[src/rtl/hround_pkg.sv]
package hround_pkg;
  parameter int FLEN  = 64;
  parameter int HLEN  = 16;
  parameter int EXP_W = 5;
  parameter int MAN_W = 10;
  parameter int FLG_W = 5;

  localparam int BOX_W = FLEN - HLEN;
  localparam int MAG_W = HLEN - 1;
  localparam int BIAS  = (1 << (EXP_W - 1)) - 1;

  localparam logic [HLEN-1:0] CANON_NAN = {1'b0, {EXP_W{1'b1}}, 1'b1, {(MAN_W-1){1'b0}}};
  localparam logic [MAG_W-1:0] MAG_ONE  = {1'b0, {(EXP_W-1){1'b1}}, {MAN_W{1'b0}}};

  typedef enum logic [2:0] {
    RM_NEAR_EVEN = 3'b000,
    RM_ZERO      = 3'b001,
    RM_DOWN      = 3'b010,
    RM_UP        = 3'b011,
    RM_NEAR_MAX  = 3'b100
  } rmode_e;

  localparam int FLG_NV = 4;
  localparam int FLG_NX = 0;
endpackage

[src/rtl/hround_unbox.sv]
module hround_unbox
  import hround_pkg::*;
(
  input  logic [FLEN-1:0] opnd,
  output logic [HLEN-1:0] half,
  output logic            boxed
);
  always_comb begin
    boxed = &opnd[FLEN-1:HLEN];
    half  = boxed ? opnd[HLEN-1:0] : CANON_NAN;
  end
endmodule

[src/rtl/hround_core.sv]
module hround_core
  import hround_pkg::*;
(
  input  logic [HLEN-1:0]  half,
  input  logic [2:0]       rm,
  output logic [HLEN-1:0]  res,
  output logic [FLG_W-1:0] flags
);
  localparam logic [EXP_W-1:0] EXP_ONES = {EXP_W{1'b1}};
  localparam logic [EXP_W-1:0] EXP_INT  = EXP_W'(BIAS + MAN_W);
  localparam logic [EXP_W-1:0] EXP_HALF = EXP_W'(BIAS - 1);
  localparam logic [EXP_W-1:0] EXP_UNIT = EXP_W'(BIAS);

  logic                sgn;
  logic [EXP_W-1:0]    ex;
  logic [MAN_W-1:0]    fr;
  logic [MAG_W-1:0]    mag;
  logic [EXP_W-1:0]    k;
  logic [MAG_W-1:0]    unit, mask, halfpt, rem, trunc;
  logic                rem_nz, gt_half, eq_half, lsb, inc, rm_ok;

  assign sgn = half[HLEN-1];
  assign ex  = half[HLEN-2:MAN_W];
  assign fr  = half[MAN_W-1:0];
  assign mag = half[MAG_W-1:0];

  // Fraction width below the binary point for exponents in the rounding range.
  always_comb begin
    k      = EXP_INT - ex;
    unit   = MAG_W'(1) << k;
    mask   = unit - MAG_W'(1);
    halfpt = MAG_W'(1) << (k - EXP_W'(1));
    rem    = mag & mask;
    trunc  = mag & ~mask;
  end

  // Round-direction decision shared by the fractional and the sub-unit cases.
  always_comb begin
    if (ex < EXP_UNIT) begin
      rem_nz  = |mag;
      gt_half = (ex == EXP_HALF) && (|fr);
      eq_half = (ex == EXP_HALF) && !(|fr);
      lsb     = 1'b0;
    end else begin
      rem_nz  = |rem;
      gt_half = rem > halfpt;
      eq_half = rem == halfpt;
      lsb     = |(mag & unit);
    end
    rm_ok = 1'b1;
    unique case (rm)
      RM_NEAR_EVEN: inc = gt_half || (eq_half && lsb);
      RM_ZERO:      inc = 1'b0;
      RM_DOWN:      inc = rem_nz && sgn;
      RM_UP:        inc = rem_nz && !sgn;
      RM_NEAR_MAX:  inc = gt_half || eq_half;
      default: begin
        inc   = 1'b0;
        rm_ok = 1'b0;
      end
    endcase
  end

  always_comb begin
    res   = half;
    flags = '0;
    if (!rm_ok) begin
      res           = CANON_NAN;
      flags[FLG_NV] = 1'b1;
    end else if (ex == EXP_ONES) begin
      if (|fr) begin
        res           = CANON_NAN;
        flags[FLG_NV] = !fr[MAN_W-1];
      end
    end else if (ex >= EXP_INT) begin
      res = half;
    end else if (ex < EXP_UNIT) begin
      if (rem_nz) begin
        res           = {sgn, inc ? MAG_ONE : {MAG_W{1'b0}}};
        flags[FLG_NX] = 1'b1;
      end
    end else begin
      res           = {sgn, trunc + (inc ? unit : {MAG_W{1'b0}})};
      flags[FLG_NX] = rem_nz;
    end
  end
endmodule

[src/rtl/hround_unit.sv]
module hround_unit
  import hround_pkg::*;
(
  input  logic             clk,
  input  logic             rst_n,
  input  logic             in_valid,
  input  logic [63:0]      in_opnd,
  input  logic [2:0]       in_rm,
  output logic             out_valid,
  output logic [63:0]      out_res,
  output logic [4:0]       out_flags
);
  logic [HLEN-1:0]  half;
  logic             boxed;
  logic [HLEN-1:0]  core_res;
  logic [FLG_W-1:0] core_flags;
  logic [FLEN-1:0]  boxed_res;

  hround_unbox u_unbox (
    .opnd  (in_opnd),
    .half  (half),
    .boxed (boxed)
  );

  hround_core u_core (
    .half  (half),
    .rm    (in_rm),
    .res   (core_res),
    .flags (core_flags)
  );

  assign boxed_res = {{BOX_W{1'b1}}, core_res};

  always_ff @(posedge clk or negedge rst_n) begin
    if (!rst_n) begin
      out_valid <= 1'b0;
      out_res   <= '0;
      out_flags <= '0;
    end else begin
      out_valid <= in_valid;
      if (in_valid) begin
        out_res   <= boxed_res;
        out_flags <= core_flags;
      end
    end
  end

  AST_VALID_NEXT: assert property (@(posedge clk) disable iff (!rst_n)
    in_valid |=> out_valid);
  AST_VALID_IDLE: assert property (@(posedge clk) disable iff (!rst_n)
    !in_valid |=> !out_valid);
  AST_UNBOXED_NAN: assert property (@(posedge clk) disable iff (!rst_n)
    (in_valid && !boxed && in_rm <= 3'd4) |=> (out_res[15:0] == 16'h7E00 && out_flags == 5'd0));
  AST_OUT_BOXED: assert property (@(posedge clk) disable iff (!rst_n)
    out_valid |-> (&out_res[63:16]));
  AST_BAD_MODE: assert property (@(posedge clk) disable iff (!rst_n)
    (in_valid && in_rm > 3'd4) |=> (out_res[15:0] == 16'h7E00 && out_flags == 5'b10000));
  AST_NAN_CANON: assert property (@(posedge clk) disable iff (!rst_n)
    (out_valid && (&out_res[14:10]) && (|out_res[9:0])) |-> out_res[15:0] == 16'h7E00);
  AST_NX_EXCLUSIVE: assert property (@(posedge clk) disable iff (!rst_n)
    (out_valid && out_flags[0]) |-> !out_flags[4]);
  AST_FLAG_GAPS: assert property (@(posedge clk) disable iff (!rst_n)
    out_valid |-> out_flags[3:1] == 3'b000);
  AST_HOLD: assert property (@(posedge clk) disable iff (!rst_n)
    !in_valid |=> ($stable(out_res) && $stable(out_flags)));
endmodule

[config.mk]
export PLATFORM = sky130hd
export DESIGN_NAME = hround_unit
export DESIGN_NICKNAME = d
export VERILOG_FILES = /design/src/rtl/hround_pkg.sv /design/src/rtl/hround_unbox.sv /design/src/rtl/hround_core.sv /design/src/rtl/hround_unit.sv
export SDC_FILE = /design/constraint.sdc
export NUM_CORES = 1
export LEC_CHECK = 0
export ABC_CLOCK_PERIOD_IN_PS = 1800
export BUFFER_PORTS_ARGS = -buffer_cell sky130_fd_sc_hd__buf_2
export CAP_MARGIN = 20
export CORE_MARGIN = 2
export CORE_UTILIZATION = 35
export CTS_CLUSTER_DIAMETER = 100
export DETAILED_ROUTE_END_ITERATION = 6
export GPL_TIMING_DRIVEN = 0
export REMOVE_ABC_BUFFERS = 1
export SYNTH_ARGS = -nofsm -noshare
export SYNTH_HDL_FRONTEND = slang
export SYNTH_SLANG_ARGS = --single-unit
export TNS_END_PERCENT = 30
[constraint.sdc]
create_clock -name clk -period 1.8 [get_ports clk]
set_clock_uncertainty 0.1 [all_clocks]
set_input_delay 0.36 -clock clk [delete_from_list [all_inputs] [get_ports clk]]
set_output_delay 0.36 -clock clk [all_outputs]
set_load 0.03 [all_outputs]
# [Word-level counts from Yosys, hierarchy flattened]
# Cells that the tools add are included.
[totals] input_bits=70 mem_count=0 out_inout_bits=70 word_cells=63 ram_bits=0 latchBits=0 ff_bits=20 mem_bits_ro=0
[classes] n_shift=2 multipliers=0 reduce_logical=17 magnitude_cmp=3 muxes=23 div_mod_pow=0 addsub=4 bitwise=4 eq_ne=7
[ops] op="$mux 16" count=4
[ops] op="$mux 15" count=4
[ops] op="$reduce_and 48->1" count=1
[ops] op="$and 15x15->15" count=3
[ops] op="$reduce_or 15->1" count=3
[ops] op="$shl 1x5->15 const A" count=2
[ops] op="$add 15x15->15" count=1
[ops] op="$eq 15x15->1" count=1
[ops] op="$gt 15x15->1" count=1
[ops] op="$not 15->15" count=1
[ops] op="$sub 15x1->15 const B" count=1
[ops] op="$mux 14" count=1
[ops] op="$mux 1" count=13
[ops] op="$reduce_or 10->1" count=1
[ops] op="$eq 3x2->1 const B" count=2
[ops] op="$eq 5x4->1 const B" count=1
[ops] op="$eq 5x5->1 const B" count=1
[ops] op="$ge 5x5->1 const B" count=1
[ops] op="$logic_and 1x1->1" count=5
[ops] op="$lt 5x4->1 const B" count=1
[ops] op="$reduce_or 5->1" count=1
[ops] op="$sub 5x1->5 const B" count=1
[ops] op="$sub 5x5->5 const A" count=1
[ops] op="$pmux 1 s4" count=1
[ops] op="other kinds (5)" count=8

# [Longest topological paths before layout]
# Gate-level depths: netlist (run 1).
[depth] word_depth=17 mapped_depth=46 mapped_depth_nobuf=43

# [By module]
# A second synthesis (run 1) with hierarchy kept.
[unflattened] cells_unflattened=558 area_unflattened_um2=4156.5
[by_module_without_submodules] module="hround_core" area_per_inst_um2=2688.8 seq_area_each_um2=0.0 cells_each=416 instances=1
[by_module_without_submodules] module="hround_unit" area_per_inst_um2=1193.6 seq_area_each_um2=575.6 cells_each=94 instances=1
[by_module_without_submodules] module="hround_unbox" area_per_inst_um2=274.0 seq_area_each_um2=0.0 cells_each=48 instances=1

# [Least setup slack after synthesis (run 1)]
# Ideal clock, no wire load.
[synth_path] path_kind="input to register" start="input in_opnd[54]" end="register out_res[13]" setup_slack_ps=-6266 stages=44 t_required_ps=1601 t_arrival_ps=7867 path_cell_list="nand4_1 nor4_2 nand3_1 clkbuf_1 nor2_1 ha_1 clkbuf_1 nor2_1 o21ai_0 and2_1 clkbuf_1 nor2_1 nand2_1 ha_1 nand2_1 mux2_4 nand2_2 o21ai_0 [... 8 more ...] a21boi_0 o211a_1 a31oi_4 nor3_1 and2_1 ha_1 a21o_1 a21o_1 a21o_1 a21oi_1 o21ai_0 a211o_1 a21oi_1 o21bai_1 a21oi_1 o21ai_0 xnor2_1 a311oi_1"
[synth_via] elab_chain_cells=17
[synth_lines] element="from (decl)" line="hround_unit.sv:7" text="input logic [63:0] in_opnd,"
[synth_lines] element="$reduce_and 48->1 *" line="hround_unbox.sv:9" text="boxed = &opnd[FLEN-1:HLEN];"
[synth_lines] element="$mux 16 *" line="hround_unbox.sv:10" text="half = boxed ? opnd[HLEN-1:0] : CANON_NAN;"
[synth_lines] element="branches (longest 13 deep; another with $sub 15x1->15)"
[synth_lines] element="$mux 16 *" line="hround_core.sv:70" text="end else if (ex == EXP_ONES) begin"
[synth_lines] element="$mux 16 *" line="hround_core.sv:67" text="if (!rm_ok) begin"
[synth_lines] element="to (signal assigned)" line="hround_unit.sv:42" text="out_res <= boxed_res;"
[synth_lines] element="to (decl)" line="hround_unit.sv:10" text="output logic [63:0] out_res,"
# Mark *: on every way between the ends.
# A chain may end at the register's enable or synchronous reset.

# [Worst setup path in the final report (run 1)]
[layout_path] start="input in_opnd[49]" end="register out_res[13]"
# The elaborated chain is that of the path after synthesis.

==> impl_metrics.py, run 1 <==
metrics = {
    "place": {
        "port_buffers": 136,
        "preCtsSetupSlack_ns": -8.59,
        "hpwl_um": 9500,
        "gp_congestion": 0.933,
    },
    "clocking": {
        "cts_max_level": 1,
        "cts_root_buffer": "clkbuf_8",
        "cts_made_buffers": 3,
        "cts_tree": "done",
        "clock_latency_ns": 0.26,
        "clkTransAtPathRegs_ns": 0.07,
        "clock-sinks": 20,
        "clockBufferDepth": 2,
    },
    "drt": {
        "ant_nets": 0,
        "drt_iter0_markers": 442,
        "viasPerCell": 5.80,
        "drc_errors": 0,
        "wirelength_um": 14000,
        "num_vias": 4580,
        "firstDrtPassIters": 6,
        "wl_per_cell_um": 17.7,
    },
    "synth": {
        "synthCells": 529,
        "syn_area_mm2": 0.00375,
        "synth_most_common_cell": "nand2_1",
        "yosys-top-cells-count": "nand2_1, buf_4, nor2_1, ha_1, inv_1",
        "async_reset_ff_share_pct": 100,
        "yosys_warnings": 0,
        "synth_ff_type": "dfrtp_1",
        "ys_seq_area_share_pct": 13.4,
        "ys_ff_latch": 20,
        "avgSynthCellArea_um2": 7.08,
        "synth-edff-count": 0,
        "synthTopCellsByArea": "dfrtp_1, ha_1, buf_4",
        "synth_top_cell_by_area": "dfrtp_1",
        "synth_top_area_share_pct": 13.4,
        "yosysUniqueCellTypes": 67,
    },
    "worst_setup_path": {
        "crit_arrival_ns": 7.07,
        "critical_path.slowest_cell": "nor4_4",
        "start_kind": "primary input",
        "critPathMaxStageDelay_ns": 0.38,
        "timing.critical_path.mode_cell": "o21ai_2",
        "crit_path_end_kind": "flip-flop",
        "startpoint": "in_opnd[49]",
        "r2r-start": "out_res[16]",
        "critPathMaxFanout": 8,
        "critPathKind": "in -> reg",
        "worstPathRequired_ns": 1.86,
    },
    "timing": {
        "worst_slew_pin_slew_ns": 1.20,
        "hold_viol_final": 0,
        "setup_viol": 18,
        "clock.fmax_mhz": 143,
        "rsz0062_at_grt": "yes",
        "maxSlewViolCount": 0,
        "max_slew_margin_pct": 19.9,
        "fin_crit_ns": 7.00,
        "fin_crit_sh_pct": 389,
        "worst_slack_ns": -5.20,
    },
    "global_route": {
        "grt_max_degree": 50,
        "grt_pass1_vias": 4406,
        "gr-total-overflow": 0,
        "track_usage_pct": 23.6,
        "antenna_found_initial": 0,
        "grt_pass1_wl_um": 21800,
    },
    "floorplanning": {
        "die_y_um": 107,
        "pin_count": 140,
        "start_util_pct": 36.1,
        "rows": 37,
        "fp.dieArea_mm2": 0.0115,
        "coreArea_mm2": 0.0104,
        "die_x_um": 107,
    },
    "final_layout": {
        "drive_gt1_share_pct": 45.6,
        "area_growth_pct": 40.8,
        "diodes": 0,
        "nets": 759,
    },
    "hold_path": {
        "hp-class": "in -> reg",
        "worstHoldStart": "in_opnd[15]",
    },
    "pwr": {
        "p_per_area_mw_per_mm2": 219,
        "p_leak_nw": 2.35,
        "power_mw": 1.15,
        "peakVddDrop_mv": 0.339,
    },
    "run_status": {
        "status": "finished, violations left",
        "violations": "setup timing",
    },
    "job": {
        "drv_cap": 0,
    },
}
==> worst max-delay path: cells and delay by family <==
kind	cells	cell delay (ns)
fa+ha+maj	4	0.87
xor+xnor	1	0.14
simple gates	16	2.31
buf+inv	1	0.08
mux	1	0.18
compound gates	18	3.11
==> layout make-up <==
type	count	area (µm²)
clock buffers	4	55.1
inverters	25	93.8
well taps	136	170
fillers	1029	5100
flip-flops and latches	20	504
multi-input cells	415	3270
repair buffers	190	1180
==> sequential cells by signal (all words and copies together) (netlist names) <==
| name | count |
|---|---|
| out_valid | 1 |
| out_flags | 2 |
| out_res | 17 |
==> per-stage QoR <==
step | area, µm² | instances | hold slack, ns | TNS (ns) | utilization (%)
detailed placement | 4130 | 730 | 0.234 | -122.93 | 39.9
finish | 5270 | 790 | 0.250 | -72.76 | 50.9
floorplan | 3280 | 458 | -0.0356 | -458.19 | -
CTS | 5010 | 780 | 0.250 | -71.25 | 48.3
global route | 5270 | 790 | 0.287 | -77.28 | 50.9
global placement | 4130 | 730 | 0.224 | -122.65 | 39.9
==> kinds of logic (layout without fill, tap and decap cells) <==
| logic type | Yosys count | count (layout) | synth area share (%) |
|---|---|---|---|
| and+or+nand+nor | 243 | 245 | 33.6 |
| AOI/OAI and AO/OA | 109 | 109 | 19.7 |
| buffers and inverters | 98 | 219 | 15.1 |
| adders and majority gates | 34 | 34 | 11.6 |
| DFF | 20 | 20 | 13.4 |
| xor gates and xnor gates | 18 | 18 | 4.41 |
| muxes | 6 | 6 | 2.20 |
| other | 1 | 3 | 0.100 |
==> metal layers <==
metal	vias to the layer above	global-route usage [%]	routed length, µm
met4	0	10.3	614
met1	2127	28.2	5510
met5	-	0	0
li1	2102	-	-
met2	295	40.3	6500
met3	56	5.63	1400
==> report_power, final <==
group	switching, mW	leakage, nW	total [mW]	internal, mW
registers	0.00115	0.238	0.453	0.452
clock network	0.150	0.0288	0.345	0.195
logic	0.224	2.08	0.355	0.132
total	0.375	2.35	1.15	0.779
==> repair_timing <==
action / 4_1_cts / 5_1_grt
setup buffers: 46 / 14
endpoints found under the hold margin: 20 / 0
hold buffers: 1 / 0
pin swaps: 74 / 33
setup endpoints to repair: 66 / 66
cloned: 2 / 0
resized for setup: 107 / 38
==> worst paths after layout <==
path	to	slack, ns	cells past startpoint
worst min register to register	out_res[9]	0.39	1
worst max register to register	out_res[16]	0.66	1
worst max-delay path	out_res[13]	-5.20	41
min in group asynchronous	out_res[16]	0.48	2
max in group asynchronous	out_res[16]	0.77	2
worst min-delay path	out_res[15]	0.25	3
==> cells in the final DEF, fill, tap and decap left out, drive strengths merged, types with 6 or more instances in the layout <==
master  instances
nor2b           7
nand4          19
dfrtp          20
buf           188
inv            25
a21oi          22
xnor2          13
a21o            7
nor4            8
and2           12
and3           17
or2             6
nand2          61
nor2           51
o21ai          26
ha             33
nand3          15
o22ai           9
nor3           23
No activity file was read; power rests on OpenSTA's default activity.
==> run 2: changes to the inputs <==
- MAX_ROUTING_LAYER: not set -> met4
==> run 2 against run 1 <==
Compared with the run above: the run still ends with setup timing left; total power decreased by 1.2%; sequential share of layout area is 0.16 points higher; combinational power hardly changed; non-clock buffer count fell by 11; global-route usage up 0.12 points; fmax fell by 1.9%.
==> impl_metrics.py, run 2 (synthesized netlist as in run 1, its figures left out) <==
metrics = {
    "run_status": {
        "status": "finished, violations left",
        "violations": "setup timing",
    },
    "global_route": {
        "grt_pass1_wl_um": 21200,
        "grt_pass1_vias": 4293,
        "track_usage_pct": 23.8,
        "gr-total-overflow": 0,
        "antenna_found_initial": 0,
        "grt_max_degree": 50,
    },
    "place": {
        "hpwl_um": 9480,
        "gp_congestion": 0.952,
        "port_buffers": 136,
        "post-place-cells": 731,
    },
    "worst_setup_path": {
        "critPathMaxFanout": 12,
        "critical_path.slowest_cell": "nor4_4",
        "start_kind": "primary input",
        "worstPathRequired_ns": 1.85,
        "critPathKind": "in -> reg",
        "crit_path_end_kind": "flip-flop",
        "crit_arrival_ns": 7.19,
        "critPathMaxStageDelay_ns": 0.38,
    },
    "drt": {
        "drt_iter0_markers": 348,
        "wl_per_cell_um": 17.5,
        "drc_errors": 0,
        "wirelength_um": 13600,
        "ant_nets": 0,
        "num_vias": 4529,
        "firstDrtPassIters": 5,
        "viasPerCell": 5.81,
    },
    "timing": {
        "worst_slew_pin_slew_ns": 1.17,
        "maxSlewViolCount": 0,
        "rsz0062_at_grt": "yes",
        "fin_crit_ns": 7.14,
        "setup_viol": 18,
        "max_slew_margin_pct": 21.9,
        "fin_hold_ws_ns": 0.269,
        "fin_crit_sh_pct": 397,
        "worst_slack_ns": -5.34,
        "clock.fmax_mhz": 140,
        "hold_viol_final": 0,
    },
    "final_layout": {
        "final_core_util_pct": 50.0,
        "final_common_cell": "buf_2",
        "layout_common_cells": "buf_2, nand2_1, nor2_1, buf_4, ha_1",
        "largest-register": "out_res",
        "drive_gt1_share_pct": 44.2,
        "largest_register_ffs": 17,
        "fill_cells": 1004,
        "nets": 748,
        "reg_top3": "out_res x17, out_flags x2, out_valid x1",
        "area_growth_pct": 38.5,
        "final_cells": 779,
        "diodes": 0,
    },
    "clocking": {
        "clock_latency_ns": 0.25,
        "cts_made_buffers": 3,
        "cts_tree": "done",
        "clkTransAtPathRegs_ns": 0.07,
        "cts_max_level": 1,
        "clock-sinks": 20,
        "cts_root_buffer": "clkbuf_8",
        "clockBufferDepth": 2,
    },
    "floorplanning": {
        "die_y_um": 107,
        "rows": 37,
        "fp.dieArea_mm2": 0.0115,
        "start_util_pct": 36.1,
        "pin_count": 140,
        "die_x_um": 107,
        "coreArea_mm2": 0.0104,
    },
    "pwr": {
        "peakVddDrop_mv": 0.341,
        "p_leak_nw": 2.28,
        "power_mw": 1.14,
        "p_per_area_mw_per_mm2": 220,
    },
    "job": {
        "drv_cap": 0,
    },
    "hold_path": {
        "hp-class": "in -> reg",
    },
}
run 2: changes by cell type in the layout (fill, tap and decap cells not counted), sizes merged:
cell and delta:
buf -10, and3 -1, clkbuf -1, nand2 +1
run 2: final timing paths:
check | startpoint | to | slack, ns | cells after the start
min in group asynchronous | rst_n | out_res[2] | 0.49 | 2
worst min-delay path | in_opnd[15] | out_res[15] | 0.27 | 3
worst max register to register | out_res[16] | out_res[16] | 0.66 | 1
worst min register to register | out_res[9] | out_res[9] | 0.40 | 1
max in group asynchronous | rst_n | out_res[16] | 0.77 | 2
worst max-delay path | in_opnd[41] | out_res[13] | -5.34 | 39
run 2: critical path: cells and delay by family:
family	cells	cell delay (ns)
adder cells (fa/ha/maj)	4	1.00
XOR/XNOR	1	0.14
AND/OR/NAND/NOR	15	2.44
buffers and inverters	1	0.08
AO/OA/AOI/OAI	17	2.98
multiplexers	1	0.19
run 2: report_power, final:
part	internal [mW]	total (mW)	switching, mW
sequential	0.452	0.454	0.00125
combinational	0.134	0.352	0.218
clock	0.194	0.333	0.139
run 2: cell type report:
class,instances,area (µm²),area share [%]
timing repair buffer,179,1120,21.6
inverter,25,93.8,1.81
clock buffer,4,55.1,1.06
tap,136,170,3.28
sequential,20,504,9.72
multi-input combinational,415,3250,62.6
run 2: timing repair:
| item | in CTS | in global routing |
|---|---|---|
| setup buffers | 47 | 10 |
| gates cloned | 2 | 0 |
| hold endpoints to repair | 20 | 0 |
| setup endpoints to repair | 66 | 66 |
| hold buffers | 1 | 0 |
| resized for setup | 109 | 35 |
| pin swaps | 70 | 51 |
run 2: metal layers:
layer  track usage [%]  routed length [µm]  vias up  share of wire, %
met5                 -                   0        -                 0
met4              7.88                 510        0               3.7
met3              3.87                1310       55               9.6
met2              40.0                6550      284                48
met1              29.0                5260     2106                39
li1                  -                   -     2084                 -
run 2: metrics by stage:
step / cell area, µm² / setup TNS (ns) / setup WS [ns]
after floorplan: 3280 / -458.19 / -8.15
after detailed placement: 4160 / -122.53 / -8.57
after global routing: 5190 / -79.54 / -5.71
after CTS: 5020 / -72.08 / -5.14
final: 5190 / -73.50 / -5.34
after global placement: 4130 / -123.06 / -8.60
==> run 3: changes to the inputs <==
- ABC_CLOCK_PERIOD_IN_PS: 1800 -> 9000
- CAP_MARGIN: 20 -> 30
- PLACE_DENSITY_LB_ADDON: not set -> 0.15
- clock period: 1.8 -> 9 ns (I/O delays scaled with it)
==> run 3 against run 2 <==
Compared with the run above: setup slack improved by 5.6 ns; highest routed layer unchanged; combinational power fell by 81%; clock-buffer cell count did not move; worst hold slack improved by 0.12 ns; critical path type unchanged; the run now ends clean; sequential share of layout area is 1.0 points higher; sequential power decreased by 80%; final cell count shrank 2.6%; largest power group unchanged.
==> impl_metrics.py, run 3 (synthesized netlist as in run 1, its figures left out) <==
metrics = {
    "run_status": {
        "status": "complete, no violations",
    },
    "final_layout": {
        "fill_cells": 1125,
        "drive_gt1_share_pct": 34.7,
        "final_cells": 759,
        "diodes": 0,
        "final_common_cell": "buf_2",
        "layout_common_cells": "buf_2, nand2_1, nor2_1, ha_1, inv_1",
        "reg_top3": "out_res x17, out_flags x2, out_valid x1",
        "nets": 728,
        "area_growth_pct": 24.3,
        "largest-register": "out_res",
        "final_area_mm2": 0.00466,
        "largest_register_ffs": 17,
    },
    "place": {
        "port_buffers": 136,
        "gp_congestion": 0.947,
        "placed_cell_area_mm2": 0.00416,
        "hpwl_um": 9980,
        "post-place-cells": 732,
    },
    "timing": {
        "maxSlewViolCount": 0,
        "max_slew_margin_pct": 39.2,
        "hold_viol_final": 0,
        "clock.fmax_mhz": 115,
        "fin_crit_sh_pct": 96.6,
        "worst_slew_pin_slew_ns": 0.912,
        "fin_crit_ns": 8.69,
        "setup_viol": 0,
    },
    "drt": {
        "wirelength_met1_um": 5920,
        "drt_iter0_markers": 411,
        "num_vias": 4215,
        "viasPerCell": 5.55,
        "drc_errors": 0,
        "ant_nets": 0,
        "wl_met3_um": 900,
        "routed.top_layer": "met4",
        "wirelength_um": 13300,
        "wl_per_cell_um": 17.5,
        "firstDrtPassIters": 5,
        "wl_met2_um": 6370,
    },
    "clocking": {
        "postCtsHoldBufs": 0,
        "clock_latency_ns": 0.26,
        "cts_tree": "done",
        "clkTransAtPathRegs_ns": 0.07,
        "cts_made_buffers": 3,
        "clock-sinks": 20,
        "clockBufferDepth": 2,
        "cts_root_buffer": "clkbuf_8",
        "cts_max_level": 1,
    },
    "global_route": {
        "grt_pass1_wl_um": 20400,
        "grt_max_degree": 50,
        "antenna_found_initial": 0,
        "track_usage_pct": 22.6,
        "grt_pass1_vias": 3923,
        "gr-total-overflow": 0,
    },
    "worst_setup_path": {
        "start_kind": "primary input",
        "r2r-start": "out_res[16]",
        "critPathMaxFanout": 12,
        "critPathMaxStageDelay_ns": 0.52,
        "timing.critical_path.buf_inv": 3,
        "worstPathRequired_ns": 9.06,
        "crit_family": "compound AO/OA/AOI/OAI gates",
        "critPathKind": "in -> reg",
        "r2r_cells": 1,
        "critical_path.slowest_cell": "nor2b_1",
        "ff2ff_setup_slack_ns": 7.64,
        "crit_arrival_ns": 8.75,
        "path_depth": 39,
        "startpoint": "in_opnd[17]",
        "crit_path_end_kind": "flip-flop",
    },
    "floorplanning": {
        "pin_count": 140,
        "start_util_pct": 36.1,
        "die_y_um": 107,
        "coreArea_mm2": 0.0104,
        "fp.dieArea_mm2": 0.0115,
        "die_x_um": 107,
        "rows": 37,
    },
    "job": {
        "drv_cap": 0,
    },
    "hold_path": {
        "worstHoldStart": "out_res[9]",
        "hp-class": "reg -> reg",
        "hold_depth": 1,
    },
    "pwr": {
        "clockPowerShare_pct": 30.2,
        "switchingPower_uw": 71.9,
        "p_per_area_mw_per_mm2": 48.2,
        "power_frac_seq_pct": 40.4,
        "peakVddDrop_mv": 0.0554,
        "p_leak_nw": 2.06,
        "internal-power_uw": 153,
        "comb_power_share_pct": 29.4,
        "switching_share_pct": 32.0,
    },
}
==> run 3: per-stage QoR <==
step / TNS, ns / hold WS, ns / utilization, % / setup slack, ns / power, mW
2_1_floorplan: -88.27 / 0.554 / - / -1.77 / 0.116
3_3_place_gp: -30.77 / 0.361 / 39.9 / -2.94 / 0.152
3_5_place_dp: -30.92 / 0.375 / 40.1 / -2.90 / 0.152
4_1_cts: 0 / 0.392 / 43.1 / 0.000559 / 0.224
5_1_grt: -0.0838 / 0.409 / 44.9 / -0.0562 / 0.236
6_report: 0 / 0.385 / 44.9 / 0.306 / 0.225
==> run 3: area by class of cell <==
cell class	instances	area, µm²	area share (%)
multi-input combinational	414	2970	63.7
tap	136	170	3.65
timing repair buffer	160	868	18.7
inverter	25	93.8	2.02
clock buffer	4	55.1	1.18
sequential	20	500	10.7
==> run 3: path summary, 6_finish.rpt <==
kind | to
max | out_res[13]
min | out_res[9]
max reg2reg | out_res[16]
min reg2reg | out_res[9]
max in group asynchronous | out_res[4]
min in group asynchronous | out_flags[0]
==> run 3: power groups by stage <==
stage                     registers [mW]  logic (mW)  clock network [mW]
after floorplan                   0.0939      0.0226                   0
after global placement            0.0925      0.0592                   0
after detailed placement          0.0925      0.0600                   0
after CTS                         0.0907      0.0634              0.0703
after global routing              0.0908      0.0708              0.0747
final                             0.0907      0.0660              0.0678
==> run 3: metal layers <==
metal	up-vias	GRT usage, %
li1	2050	-
met1	1976	29.5
met2	171	38.2
met3	18	3.21
met4	0	2.84
met5	-	-
==> run 3: repair_timing <==
action	4_1_cts	5_1_grt
gates cloned	1	0
gates resized for setup	39	24
setup endpoints to repair	15	7
pin swaps	10	34
buffers inserted	9	13
